<file path="src/rtl/dhp_pkg.sv">
`timescale 1ns/1ps
// Package: shared widths, register offsets, configuration field positions and
// burst-length decoding for the host window onto coprocessor memory.
package dhp_pkg;
    localparam int DW        = 16;
    localparam int AW        = 16;
    localparam int OFS_W     = 4;
    localparam int MAX_BURST = 16;
    localparam int CNT_W     = $clog2(MAX_BURST + 1);

    localparam logic [OFS_W-1:0] OFS_WIN  = 4'h0;
    localparam logic [OFS_W-1:0] OFS_ADDR = 4'h4;
    localparam logic [OFS_W-1:0] OFS_CFG  = 4'h8;
    localparam logic [OFS_W-1:0] OFS_STAT = 4'hC;

    localparam int CB_HOLD = 0;
    localparam int CB_STEP = 1;
    localparam int CB_LENL = 2;
    localparam int CB_TRIG = 4;
    localparam int CB_REGL = 12;

    localparam int SB_READING = 0;
    localparam int SB_RFULL   = 5;
    localparam int SB_RAVAIL  = 6;
    localparam int SB_WFULL   = 7;
    localparam int SB_WEMPTY  = 8;

    // Word count for a length code; code 3 (unlimited) yields 0 here.
    function automatic logic [CNT_W-1:0] burst_words(input logic [1:0] code);
        case (code)
            2'd0:    burst_words = CNT_W'(1);
            2'd1:    burst_words = CNT_W'(8);
            2'd2:    burst_words = CNT_W'(MAX_BURST);
            default: burst_words = '0;
        endcase
    endfunction
endpackage

</file>
<file path="src/rtl/dhp_cfg_reg.sv">
`timescale 1ns/1ps
// Configuration register and coprocessor reset edge detector.
// Assumes one host write per cycle; cfg_we is already qualified by offset.
// Emits registered one-cycle start/stop pulses and a combinational reinit
// strobe that other units consume on the same edge as the write.
module dhp_cfg_reg
    import dhp_pkg::*;
(
    input  logic          clk,
    input  logic          rst_n,
    input  logic          cfg_we,
    input  logic [DW-1:0] wdata,
    output logic [DW-1:0] cfg_q,
    output logic          step_en,
    output logic [1:0]    len_code,
    output logic          region_ok,
    output logic          reinit,
    output logic          start_o,
    output logic          stop_o
);
    // Register write and edge detection on the hold bit.
    always_ff @(posedge clk) begin
        if (!rst_n) begin
            cfg_q   <= '0;
            start_o <= 1'b0;
            stop_o  <= 1'b0;
        end else begin
            start_o <= cfg_we && !wdata[CB_HOLD] && cfg_q[CB_HOLD];
            stop_o  <= cfg_we && wdata[CB_HOLD] && !cfg_q[CB_HOLD];
            if (cfg_we)
                cfg_q <= wdata;
        end
    end

    // Field decode of the held configuration.
    always_comb begin
        step_en   = cfg_q[CB_STEP];
        len_code  = cfg_q[CB_LENL +: 2];
        region_ok = (cfg_q[CB_REGL +: 4] == 4'd0);
        reinit    = cfg_we && !wdata[CB_HOLD] && cfg_q[CB_HOLD];
    end

    p_start_single_r10: assert property (@(posedge clk) disable iff (!rst_n)
        start_o |=> !start_o);
    p_start_stop_excl_r10: assert property (@(posedge clk) disable iff (!rst_n)
        !(start_o && stop_o));
endmodule

</file>
<file path="src/rtl/dhp_burst_ctr.sv">
`timescale 1ns/1ps
// Read burst sequencer: holds the remaining word count and the armed flag.
// Assumes pop is only asserted for accepted window reads (while armed).
module dhp_burst_ctr
    import dhp_pkg::*;
(
    input  logic       clk,
    input  logic       rst_n,
    input  logic       cfg_we,
    input  logic       trig,
    input  logic [1:0] len_code,
    input  logic       pop,
    output logic       active_q
);
    logic [CNT_W-1:0] cnt_q;
    logic             unlim_q;

    // Arm, cancel or count down the burst.
    always_ff @(posedge clk) begin
        if (!rst_n) begin
            cnt_q    <= '0;
            unlim_q  <= 1'b0;
            active_q <= 1'b0;
        end else if (cfg_we) begin
            cnt_q    <= trig ? burst_words(len_code) : '0;
            unlim_q  <= trig && (len_code == 2'd3);
            active_q <= trig;
        end else if (pop && !unlim_q) begin
            cnt_q <= cnt_q - CNT_W'(1);
            if (cnt_q == CNT_W'(1))
                active_q <= 1'b0;
        end
    end

    p_pop_armed_r8: assert property (@(posedge clk) disable iff (!rst_n)
        pop |-> active_q);
    p_count_step_r4: assert property (@(posedge clk) disable iff (!rst_n)
        (pop && !cfg_we && !unlim_q) |=> (cnt_q == $past(cnt_q) - CNT_W'(1)));
    p_last_word_r4: assert property (@(posedge clk) disable iff (!rst_n)
        (pop && !cfg_we && !unlim_q && cnt_q == CNT_W'(1)) |=> !active_q);
    p_unlimited_r5: assert property (@(posedge clk) disable iff (!rst_n)
        (unlim_q && active_q && !cfg_we) |=> active_q);
endmodule

</file>
<file path="src/rtl/dhp_addr_ctr.sv">
`timescale 1ns/1ps
// Word address register with optional post-access increment and a sticky
// wrap flag. Assumes addr_we and step are never both high in one cycle.
module dhp_addr_ctr
    import dhp_pkg::*;
(
    input  logic          clk,
    input  logic          rst_n,
    input  logic          addr_we,
    input  logic [AW-1:0] wdata,
    input  logic          step,
    input  logic          reinit,
    output logic [AW-1:0] addr_q,
    output logic          ovf_q
);
    // Address load or increment.
    always_ff @(posedge clk) begin
        if (!rst_n)
            addr_q <= '0;
        else if (addr_we)
            addr_q <= wdata;
        else if (step)
            addr_q <= addr_q + AW'(1);
    end

    // Sticky wrap flag, cleared on coprocessor reset release.
    always_ff @(posedge clk) begin
        if (!rst_n)
            ovf_q <= 1'b0;
        else if (reinit)
            ovf_q <= 1'b0;
        else if (step && (addr_q == '1))
            ovf_q <= 1'b1;
    end

    p_wrap_r9: assert property (@(posedge clk) disable iff (!rst_n)
        (step && !addr_we && addr_q == '1) |=> (ovf_q && addr_q == '0));
    p_ovf_sticky_r9: assert property (@(posedge clk) disable iff (!rst_n)
        (ovf_q && !reinit) |=> ovf_q);
endmodule

</file>
<file path="src/rtl/dhp_rd_pipe.sv">
`timescale 1ns/1ps
// Two-stage read return path. Stage one records the request and either a
// register snapshot or a pending memory word; stage two presents the data.
// Assumes the memory returns read data one cycle after mem_re.
module dhp_rd_pipe
    import dhp_pkg::*;
(
    input  logic          clk,
    input  logic          rst_n,
    input  logic          req,
    input  logic          req_mem,
    input  logic [DW-1:0] req_data,
    input  logic [DW-1:0] mem_rdata,
    output logic [DW-1:0] rdata,
    output logic          rvalid
);
    logic          s1_v;
    logic          s1_m;
    logic [DW-1:0] s1_d;

    // Capture request and return data two edges later.
    always_ff @(posedge clk) begin
        if (!rst_n) begin
            s1_v   <= 1'b0;
            s1_m   <= 1'b0;
            s1_d   <= '0;
            rvalid <= 1'b0;
            rdata  <= '0;
        end else begin
            s1_v   <= req;
            s1_m   <= req && req_mem;
            s1_d   <= req_data;
            rvalid <= s1_v;
            if (s1_v)
                rdata <= s1_m ? mem_rdata : s1_d;
        end
    end

    p_latency_r2: assert property (@(posedge clk) disable iff (!rst_n)
        req |=> ##1 rvalid);
    p_no_spurious_r2: assert property (@(posedge clk) disable iff (!rst_n)
        !s1_v |=> !rvalid);
endmodule

</file>
<file path="src/rtl/dsp_host_port.sv">
`timescale 1ns/1ps
// Top: host register window onto coprocessor data memory.
// Decodes the host offset, gates window accesses by burst state and region,
// drives the memory port combinationally from the current address, and
// collects the refused-access flag. Assumes host_wr has priority over host_rd.
module dsp_host_port
    import dhp_pkg::*;
(
    input  logic             clk,
    input  logic             rst_n,
    input  logic             host_wr,
    input  logic             host_rd,
    input  logic [OFS_W-1:0] host_addr,
    input  logic [DW-1:0]    host_wdata,
    output logic [DW-1:0]    host_rdata,
    output logic             host_rvalid,
    output logic [AW-1:0]    mem_addr,
    output logic             mem_re,
    output logic             mem_we,
    output logic [DW-1:0]    mem_wdata,
    input  logic [DW-1:0]    mem_rdata,
    output logic             cop_start,
    output logic             cop_stop,
    output logic             win_err,
    output logic             addr_ovf
);
    logic          rd_acc, win_rd, win_wr, rd_ok, wr_ok, step;
    logic          cfg_we, addr_we;
    logic [DW-1:0] cfg_q, status, snap;
    logic          step_en, region_ok, reinit, active;
    logic [1:0]    len_code;
    logic [AW-1:0] addr_q;

    // Access decode and window gating.
    always_comb begin
        rd_acc  = host_rd && !host_wr;
        win_rd  = rd_acc && (host_addr == OFS_WIN);
        win_wr  = host_wr && (host_addr == OFS_WIN);
        cfg_we  = host_wr && (host_addr == OFS_CFG);
        addr_we = host_wr && (host_addr == OFS_ADDR);
        rd_ok   = win_rd && active && region_ok;
        wr_ok   = win_wr && region_ok;
        step    = (rd_ok || wr_ok) && step_en;
    end

    // Memory port drive.
    always_comb begin
        mem_addr  = addr_q;
        mem_re    = rd_ok;
        mem_we    = wr_ok;
        mem_wdata = host_wdata;
    end

    // Status word and register snapshot for the read pipe.
    always_comb begin
        status             = '0;
        status[SB_READING] = active;
        status[SB_RFULL]   = active;
        status[SB_RAVAIL]  = active;
        status[SB_WFULL]   = 1'b0;
        status[SB_WEMPTY]  = 1'b1;
        case (host_addr)
            OFS_ADDR: snap = DW'(addr_q);
            OFS_CFG:  snap = cfg_q;
            OFS_STAT: snap = status;
            default:  snap = '0;
        endcase
    end

    // Sticky refused-access flag.
    always_ff @(posedge clk) begin
        if (!rst_n)
            win_err <= 1'b0;
        else if (reinit)
            win_err <= 1'b0;
        else if ((win_rd && !rd_ok) || (win_wr && !wr_ok))
            win_err <= 1'b1;
    end

    dhp_cfg_reg u_cfg (
        .clk       (clk),
        .rst_n     (rst_n),
        .cfg_we    (cfg_we),
        .wdata     (host_wdata),
        .cfg_q     (cfg_q),
        .step_en   (step_en),
        .len_code  (len_code),
        .region_ok (region_ok),
        .reinit    (reinit),
        .start_o   (cop_start),
        .stop_o    (cop_stop)
    );

    dhp_burst_ctr u_burst (
        .clk      (clk),
        .rst_n    (rst_n),
        .cfg_we   (cfg_we),
        .trig     (host_wdata[CB_TRIG]),
        .len_code (host_wdata[CB_LENL +: 2]),
        .pop      (rd_ok),
        .active_q (active)
    );

    dhp_addr_ctr u_addr (
        .clk     (clk),
        .rst_n   (rst_n),
        .addr_we (addr_we),
        .wdata   (AW'(host_wdata)),
        .step    (step),
        .reinit  (reinit),
        .addr_q  (addr_q),
        .ovf_q   (addr_ovf)
    );

    dhp_rd_pipe u_pipe (
        .clk       (clk),
        .rst_n     (rst_n),
        .req       (rd_acc),
        .req_mem   (rd_ok),
        .req_data  (snap),
        .mem_rdata (mem_rdata),
        .rdata     (host_rdata),
        .rvalid    (host_rvalid)
    );

    p_mem_excl_r7: assert property (@(posedge clk) disable iff (!rst_n)
        !(mem_re && mem_we));
    p_err_sticky_r8: assert property (@(posedge clk) disable iff (!rst_n)
        (win_err && !reinit) |=> win_err);
    p_region_block_r11: assert property (@(posedge clk) disable iff (!rst_n)
        !region_ok |-> !(mem_re || mem_we));
endmodule

</file>
<file path="config.mk">
export PLATFORM = sky130hd
export DESIGN_NAME = dsp_host_port
export DESIGN_NICKNAME = d
export VERILOG_FILES = /design/src/rtl/dhp_pkg.sv /design/src/rtl/dhp_cfg_reg.sv /design/src/rtl/dhp_burst_ctr.sv /design/src/rtl/dhp_addr_ctr.sv /design/src/rtl/dhp_rd_pipe.sv /design/src/rtl/dsp_host_port.sv
export SDC_FILE = /design/constraint.sdc
export NUM_CORES = 1
export LEC_CHECK = 0
export BUFFER_PORTS_ARGS = -buffer_cell sky130_fd_sc_hd__buf_4
export CORE_UTILIZATION = 53
export DETAILED_ROUTE_END_ITERATION = 7
export PLACE_DENSITY_LB_ADDON = 0.05
export SKIP_LAST_GASP = 1
export SLEW_MARGIN = 20
export SYNTH_ARGS = -nofsm -noshare
export SYNTH_HDL_FRONTEND = slang
export SYNTH_SLANG_ARGS = --single-unit
</file>
<file path="constraint.sdc">
create_clock -name clk -period 2.32 [get_ports clk]
set_input_delay 0.464 -clock clk [delete_from_list [all_inputs] [get_ports clk]]
set_output_delay 0.464 -clock clk [all_outputs]
set_load 0.01 [all_outputs]
</file>
After elaboration in Yosys (flattened, before gate mapping)
Cells that the tools add are included.
Widths: inputs -> output; s select.

cells by class
  equal/unequal tests = 8
  muxes and demuxes = 11
  $add $sub $neg = 2
  reduce and logical (&&, ||, !) cells = 35
  bitwise gates (word level) = 1

operator list
  operator               number
  $mux 16                3
  $pmux 16 s3            1
  $logic_and 1x1->1      19
  $add 16x1->16 const B  1
  $eq 16x16->1 const B   1
  $mux 5                 3
  $pmux 5 s3             1
  $eq 4x4->1 const B     2
  $logic_not 4->1        2
  $logic_not 1->1        6
  $reduce_bool 2->1      3
  $eq 5x1->1 const B     1
  $sub 5x1->5 const B    1
  $eq 2x2->1 const B     2
  $eq 4x3->1 const B     1
  $mux 1                 3
  $eq 2x1->1 const B     1
  $logic_not 2->1        1
  $logic_or 1x1->1       2
  $reduce_and 2->1       1
  $reduce_or 2->1        1
  $not 1->1              1

storage, ports and cells
  output and inout bits = 55
  logic and storage cells = 71
  bits in registers = 78
  input port bits = 40

Depth between registers and ports, before layout
Gate-level depths: netlist of run 1.

  word-level depth = 9
  gate-level depth with buffers = 6
  mapped depth without buffers = 6

Cells and area by module
A second synthesis of run 1 with hierarchy kept.

second synthesis, totals
  cell total of the unflattened synthesis = 388
  area, all modules = 3746.1 µm²

by module, submodules not included
  module         instances  seq. area each (µm²)  area each (µm²)  cells each
  dhp_rd_pipe    1          700.7                 1198.6           110
  dhp_addr_ctr   1          340.3                 952.2            109
  dhp_cfg_reg    1          360.3                 716.9            61
  dsp_host_port  1          20.0                  494.2            66
  dhp_burst_ctr  1          140.1                 384.1            42

Worst setup path after synthesis of run 1
Ideal clock, no wire load.

  kind = input -> register
  start = input host_addr[3]
  end = register u_addr.addr_q[15]
  arrival time = 1.721 ns
  setup slack = 0.520 ns
  required time = 2.241 ns
  setup time = 0.079 ns
  buffers on the path = 1
  cell stages on the path = 5
  cells stage by stage = nor4_4 nand4_2 buf_6 or4_1 o211ai_1

between the ends
  word-level cells in the longest chain between the ends = 7
  elaborated cells between the ends (all ways) = 12
  classes of those cells = eq/ne (1); mux (1); reduce/logical (10)

ends and longest elaborated chain
  item                             line                                      text
  from (decl)                      dsp_host_port.sv:13                       input logic [OFS_W-1:0] host_addr,
  $logic_not 4->1                  dsp_host_port.sv:37, dsp_host_port.sv:38
  $logic_and 1x1->1                dsp_host_port.sv:37                       win_rd = rd_acc && (host_addr == OFS_WIN);
  $logic_and 1x1->1 (2 in series)  dsp_host_port.sv:41                       rd_ok = win_rd && active && region_ok;
  $logic_or 1x1->1                 dsp_host_port.sv:43                       step = (rd_ok || wr_ok) && step_en;
  $logic_and 1x1->1                dsp_host_port.sv:43
  $reduce_bool 2->1 (no line)      --
  to (signal assigned)             dhp_addr_ctr.sv:21                        addr_q <= wdata;
  to (signal assigned)             dhp_addr_ctr.sv:23                        addr_q <= addr_q + AW'(1);
  to (decl)                        dhp_addr_ctr.sv:13                        output logic [AW-1:0] addr_q,

Parallel ways exist; a longest one is shown, timed or not.
A chain may end at the register's enable or synchronous reset.

Worst setup path in the final report of run 1
  start = register u_cfg.cfg_q[15]
  end = output mem_we

between the ends
  word-level cells in the longest chain between the ends = 2

ends and longest elaborated chain
  item                    line                 text
  from (decl)             dhp_cfg_reg.sv:13    output logic [DW-1:0] cfg_q,
  from (signal assigned)  dhp_cfg_reg.sv:31    cfg_q <= wdata;
  $logic_not 4->1         dhp_cfg_reg.sv:39    region_ok = (cfg_q[CB_REGL +: 4] == 4'd0);
  $logic_and 1x1->1       dsp_host_port.sv:42  wr_ok = win_wr && region_ok;
  to (decl)               dsp_host_port.sv:19  output logic mem_we,

Every way passes these cells.

==> metrics.md, run 1 <==
| Metric | Value |
|---|---|
| Critical path arrival | `approximately 1.6 ns` |
| Worst-Margin Slew | `between 0.6 and 0.7 ns` |
| Crit-path max cell delay | `0.37 ns` |
| Setup Buffers After CTS | `0` |
| Post-CTS Hold Fix Bufs | `0` |
| Inst Count DP | `566` |
| RSZ-0062 raised after global routing | `no` |
| Final Util | `a little over two thirds` |
| Pwr Density | `586 nW/um2` |
| Max_cap viols | `0` |
| Final setup viols | `0` |
| WS Path Type | `register to output pin` |
| CP dominant cell by count | `buf_4` |
| CP startpoint kind | `register` |
| Crit. Startpoint | `u_cfg.cfg_q[15]` |
| Initial Utilization | `about 56%` |
| CTS tree | `built` |
| Fillers | `approximately 550` |
| VDD IR max | `around 0.40 mV` |
| Placed inst area | `approximately 4400 um2` |
| FF+latch area | `between 1500 and 2000 um2` |
| CTS Buffer Depth | `2` |
| Clock transition at path regs | `0.08 ns` |
| Hold Crit Start | `host_wdata[7]` |
| Post-Place Setup Slack | `approximately 0.3 ns` |
| Synthesized flop and latch total | `between 70 and 80` |
| Number of placement rows | `29` |
| Total track usage | `between 20 and 30%` |
| Cell count after synthesis | `420` |
| PnR worst setup slack | `about 0.28 ns` |
| Critical-path cell list | `nor4_4, buf_4, and3_1, buf_4` |
| Leak pwr | `roughly 0.0017 uW` |
| H-tree Lvls | `3` |
| Critical R2R Launch | `u_addr.addr_q[0]` |
| Clock Skew | `just under 0.009 ns` |
| Multi-input logic area | `roughly 1800 um2` |
| Final hold viol count | `0` |
| Most frequent cells in the layout | `buf_4, dfxtp_1, nand2_1` |
| I/O Pins | `95` |
| Drt first-iter violations | `between 150 and 200` |
| CP required | `1.86 ns` |
| Vias in the first global route | `about 3200` |
| DIE WIDTH | `85.1 um` |
| Crit. End Element | `output pin` |
| Share of layout cells above drive strength 1 | `around 27%` |
| Port bufs | `94` |
| Synthesized cell area | `around 3700 um2` |
| Average size of a mapped cell | `8.72 um2` |
| Post-route ant nets | `0` |
| Slowest cell on crit path | `nor4_4` |
| First-pass GRT wire length | `between 15000 and 20000 um` |
| Top delay family on crit path | `simple AND/OR/NAND/NOR gates` |
| Post-route cell area | `4580 um2` |
| Via count | `about 3400` |
| Peak Freq | `between 400 and 500 MHz` |
| Final wirelength | `a little under 10000 um` |
| Die height | `85.1 um` |
| TritonCTS Buffers | `9` |
| Tmin final | `2.04 ns` |
| Core area | `~6500 um2` |
| TritonRoute pass-1 iters | `5` |
| Hold crit path type | `primary input to register` |
| Total grt overflow | `0` |
| TNS Setup | `0 ns` |
| Seq/Total Area, Yosys | `42.7%` |
| Non-filler instance count after layout | `between 500 and 600` |
| Largest net degree at the start of global routing | `34` |
| Period utilization | `roughly 88%` |
| Most common cell after layout, fill and taps aside | `buf_4` |
| Status | `completed` |
| CP bufs+invs | `2` |
| Die Area | `just over 7000 um2` |
| DRC errors left | `0` |
| Yosys warns | `0` |
| Global placer's final weighted congestion | `0.845` |
| Area grow syn2layout | `25.2%` |
| Final nets | `between 500 and 600` |
| Final Max Tran Viols | `0` |
| CP Max Fanout | `8` |
| Max_slew headroom | `between 50% and 60%` |
| Root Driver | `clkbuf_8` |
| Wirelength per Cell | `16.6 um` |
| Ys async rst share | `0%` |
| Post-synth EDFFs | `0` |
| Post-CTS Resized | `0` |
| Initial antenna violation count | `0` |
| Post-Syn Nets | `between 400 and 500` |
| Diode count | `0` |
| Top_reg_cell synth | `dfxtp_1` |
| DP HPWL | `between 6000 and 7000 um` |
| Clk_lat worst skew | `0.35 ns` |
| Vias/cell | `just under 6` |
| Count of different cell masters after synthesis | `between 50 and 60` |
| Sink Count | `78` |
==> layer usage <==
layer  routed length [um]  up-vias  GRT usage [%]
met5                    0        -              0
met4                  177        0           12.0
met3                  550       15           4.38
met2                 4630      121           45.2
met1                 4280     1624           37.3
li1                     -     1678              -
==> synthesized netlist by cell type (8+ instances only) <==
cell | instances | share of area, %
inv_1 | 8 | 0.82
nand2_1 | 61 | 6.3
buf_4 | 16 | 3.3
a22oi_1 | 13 | 2.7
a21oi_1 | 22 | 3.0
a211oi_1 | 18 | 3.7
nor2_1 | 39 | 4.0
dfxtp_1 | 78 | 43
nand4_1 | 8 | 1.4
and3_1 | 10 | 1.7
clkbuf_1 | 20 | 2.1
mux2i_1 | 22 | 6.0
==> logic make-up after synthesis <==
kind of cell               Yosys count  synth area share, %
muxes                               24                 6.63
DFF                                 78                 42.7
and+or+nand+nor                    168                 24.3
adders and majority gates            3                 1.03
buffers and inverters               52                 7.38
AOI/OAI and AO/OA                   94                 17.8
xor gates and xnor gates             1                0.239
==> power by group <==
| part | internal, uW | switching [uW] | leakage (uW) |
|---|---|---|---|
| clock network | 532 | 515 | 0.000103 |
| logic | 125 | 134 | 0.000989 |
| registers | 1360 | 18.4 | 0.000631 |
==> path summary, 6_finish.rpt <==
check / endpoint / slack (ns) / cells past startpoint
worst min register to register: u_cfg.cfg_q[11] / 0.46 / 2
worst max-delay path: mem_we / 0.28 / 4
worst min-delay path: u_cfg.cfg_q[7] / 0.37 / 3
worst max register to register: u_addr.addr_q[14] / 0.43 / 5
==> metrics by stage <==
step / hold WS (ns) / total power, uW
2_1_floorplan: 0.433 / 1530
3_3_place_gp: 0.442 / 1660
3_5_place_dp: 0.448 / 1670
5_1_grt: 0.368 / 2790
4_1_cts: 0.363 / 2700
6_report: 0.372 / 2690
==> state kept, by name, summed over array words and instances, names as in the netlist <==
signal,cells
u_pipe.rvalid,1
u_pipe.s1_v,1
u_addr.addr_q,16
u_burst.cnt_q,5
u_pipe.s1_d,16
u_burst.active_q,1
u_cfg.start_o,1
u_burst.unlim_q,1
u_pipe.s1_m,1
u_addr.ovf_q,1
u_pipe.rdata,16
u_cfg.stop_o,1
win_err,1
u_cfg.cfg_q,16
==> worst register-to-register path, cell delays in order (launching register included) <==
cell and delay, ns:
dfxtp_1 0.46, ha_1 0.24, nand3_1 0.13, nor4_1 0.61, nand4b_1 0.14, and3_1 0.21
==> area by class of cell <==
type | instances | area share, %
Clock buffer | 10 | 3.00
Clock inverter | 6 | 1.50
Inverter | 8 | 0.655
Multi-Input combinational cell | 290 | 39.9
Sequential cell | 78 | 34.1
Tap cell | 77 | 2.10
Timing Repair Buffer | 113 | 18.8
(Power assumes the default switching activity.)
==> run 2: changes to the inputs <==
- CAP_MARGIN: unset -> 30
- clock period: 2.32 -> 2.05 ns (I/O delays scaled with it)
==> run 2 against run 1 <==
  * Clock power increased by 22%
  * Design area grew 2.3%
  * Highest routed layer unchanged
  * Clock skew up 0.0023 ns
  * Non-clock buffer count grew 9
  * Sequential share of layout area is 0.78 points lower
==> metrics.md, run 2 (synthesized netlist as in run 1, its figures left out) <==
| Metric | Value |
|---|---|
| Leak pwr | `0.00178 uW (+3.1%)` |
| Area grow syn2layout | `28.2%` |
| Placed inst area | `4470 um2 (+2.1%)` |
| Via count | `3481 (+1.3%)` |
| Wirelength per Cell | `16.7 um (+0.61%)` |
| CTS Buffer Depth | `2 (unchanged)` |
| First-pass GRT wire length | `16000 um (+0.69%)` |
| Period utilization | `94.5%` |
| Drt first-iter violations | `200 (+21%)` |
| Non-filler instance count after layout | `590 (+1.4%)` |
| Largest net degree at the start of global routing | `34 (unchanged)` |
| Final hold viol count | `0 (unchanged)` |
| VDD IR max | `0.341 mV (-14%)` |
| Max_cap viols | `0 (unchanged)` |
| Critical path arrival | `1.53 ns (-0.05 ns)` |
| TNS Setup | `0 ns (unchanged)` |
| Port bufs | `94 (unchanged)` |
| Tmin final | `~1.9 ns` |
| Number of placement rows | `29 (unchanged)` |
| Vias/cell | `5.90 (-0.12%)` |
| Post-CTS Hold Fix Bufs | `0 (unchanged)` |
| CP Max Fanout | `8 (unchanged)` |
| H-tree Lvls | `3 (unchanged)` |
| Root Driver | `clkbuf_8` |
| Clock Skew | `0.0110 ns (+0.00234 ns)` |
| Post-CTS Resized | `0 (unchanged)` |
| I/O Pins | `95 (unchanged)` |
| Top delay family on crit path | `simple AND/OR/NAND/NOR gates` |
| Worst-Margin Slew | `0.450 ns (-0.193 ns)` |
| Pwr Density | `669 nW/um2 (+14%)` |
| Critical-path cell list | `nor4_4, buf_4, and3_1, buf_4` |
| Clk_lat worst skew | `0.34 ns (about the same)` |
| PnR worst setup slack | `0.112 ns (-0.167 ns)` |
| Status | `completed` |
| WS Path Type | `register to output pin` |
| Slowest cell on crit path | `dfxtp_1` |
| CP required | `1.64 ns (-0.22 ns)` |
| DP HPWL | `6950 um (+2.3%)` |
| Hold crit path type | `primary input to register` |
| Diode count | `0 (unchanged)` |
| DRC errors left | `0 (unchanged)` |
| Post-Place Setup Slack | `0.108 ns (-0.194 ns)` |
| Fillers | `527 (-4.4%)` |
| Initial Utilization | `56.4% (unchanged)` |
| Post-route ant nets | `0 (unchanged)` |
| CP dominant cell by count | `buf_4` |
| Most common cell after layout, fill and taps aside | `buf_4` |
| Core area | `6490 um2 (unchanged)` |
| Final Max Tran Viols | `0 (unchanged)` |
| Initial antenna violation count | `0 (unchanged)` |
| Final setup viols | `0 (unchanged)` |
| Sink Count | `78 (unchanged)` |
| Clock transition at path regs | `0.08 ns (about the same)` |
| Total track usage | `28.4% (+0.39 points)` |
| Crit-path max cell delay | `0.35 ns (-0.02 ns)` |
| Total grt overflow | `0 (unchanged)` |
| Vias in the first global route | `3236 (+1.9%)` |
| Share of layout cells above drive strength 1 | `28.5% (+1.1 points)` |
| Total power draw | `3140 uW (+17%)` |
| Inst Count DP | `575 (+1.6%)` |
| Setup Buffers After CTS | `0 (unchanged)` |
| CP startpoint kind | `register` |
| CP bufs+invs | `2 (unchanged)` |
| Max_slew headroom | `69.7% (+13 points)` |
| TritonCTS Buffers | `9 (unchanged)` |
| Crit. End Element | `output pin` |
| Die Area | `7240 um2 (unchanged)` |
| Peak Freq | `a little over 500 MHz` |
| Global placer's final weighted congestion | `0.861 (+1.9%)` |
| CTS tree | `built` |
| Most frequent cells in the layout | `buf_4, dfxtp_1, nand2_1` |
| Die height | `85.1 um (unchanged)` |
| TritonRoute pass-1 iters | `5 (unchanged)` |
| Post-route cell area | `4690 um2 (+2.3%)` |
| RSZ-0062 raised after global routing | `no` |
| DIE WIDTH | `85.1 um (unchanged)` |
| Final wirelength | `9830 um (+2.0%)` |
| Final nets | `552 (+1.7%)` |
==> run 2: changes by cell type in the layout (fill, tap and decap cells not counted) <==
| cell | previous run | this run |
|---|---|---|
| buf_12 | 1 | 3 |
| buf_4 | 112 | 119 |
| bufinv_16 | 1 | 2 |
| clkinv_2 | 1 | 0 |
| clkinv_4 | 2 | 1 |
| clkinvlp_4 | 1 | 2 |
| inv_6 | 1 | 0 |
==> run 2: per-layer routing <==
layer / wire [um] / global-route usage [%] / share of wire, % / vias to the layer above
met1: 4330 / 36.6 / 44 / 1643
met2: 4830 / 48.8 / 49 / 127
met5: 0 / 0 / 0 / -
li1: - / - / - / 1698
met4: 165 / 10.5 / 1.7 / 0
met3: 502 / 3.31 / 5.1 / 13
==> run 2: cell type report <==
class                   instances  area [um2]  share of cell area (%)
multi-input cells             290        1830                    39.0
repair buffers                122         953                    20.3
flip-flops and latches         78        1560                    33.3
inverters                       8        30.0                   0.640
well taps                      77        96.3                    2.05
clock inverters                 5        83.8                    1.79
clock buffers                  10         138                    2.93
==> run 2: worst paths after layout <==
| check | slack (ns) | to | cells past startpoint | start |
|---|---|---|---|---|
| worst max-delay path | 0.11 | mem_we | 4 | u_cfg.cfg_q[15] |
| worst min-delay path | 0.32 | u_cfg.cfg_q[1] | 3 | host_wdata[1] |
| worst max register to register | 0.19 | u_addr.addr_q[15] | 4 | u_addr.addr_q[1] |
| worst min register to register | 0.45 | u_cfg.cfg_q[8] | 2 | u_cfg.cfg_q[8] |
==> run 2: power by group <==
group | internal, uW | leakage (uW) | switching [uW]
combinational | 146 | 0.00104 | 154
sequential | 1540 | 0.000631 | 19.1
clock | 714 | 0.000105 | 564
total | 2400 | 0.00178 | 737
==> run 2: worst reg2reg max path, stage by stage, from the launching register on <==
cell and delay (ns):
dfxtp_1 0.45, nand4_1 0.24, or4_1 0.60, or4_1 0.41, o211ai_1 0.09
==> run 2: through the flow <==
stage	utilization [%]	hold slack, ns
2_1_floorplan	-	0.433
3_3_place_gp	68.8	0.443
3_5_place_dp	68.8	0.447
4_1_cts	72.2	0.315
5_1_grt	72.2	0.318
6_report	72.2	0.322
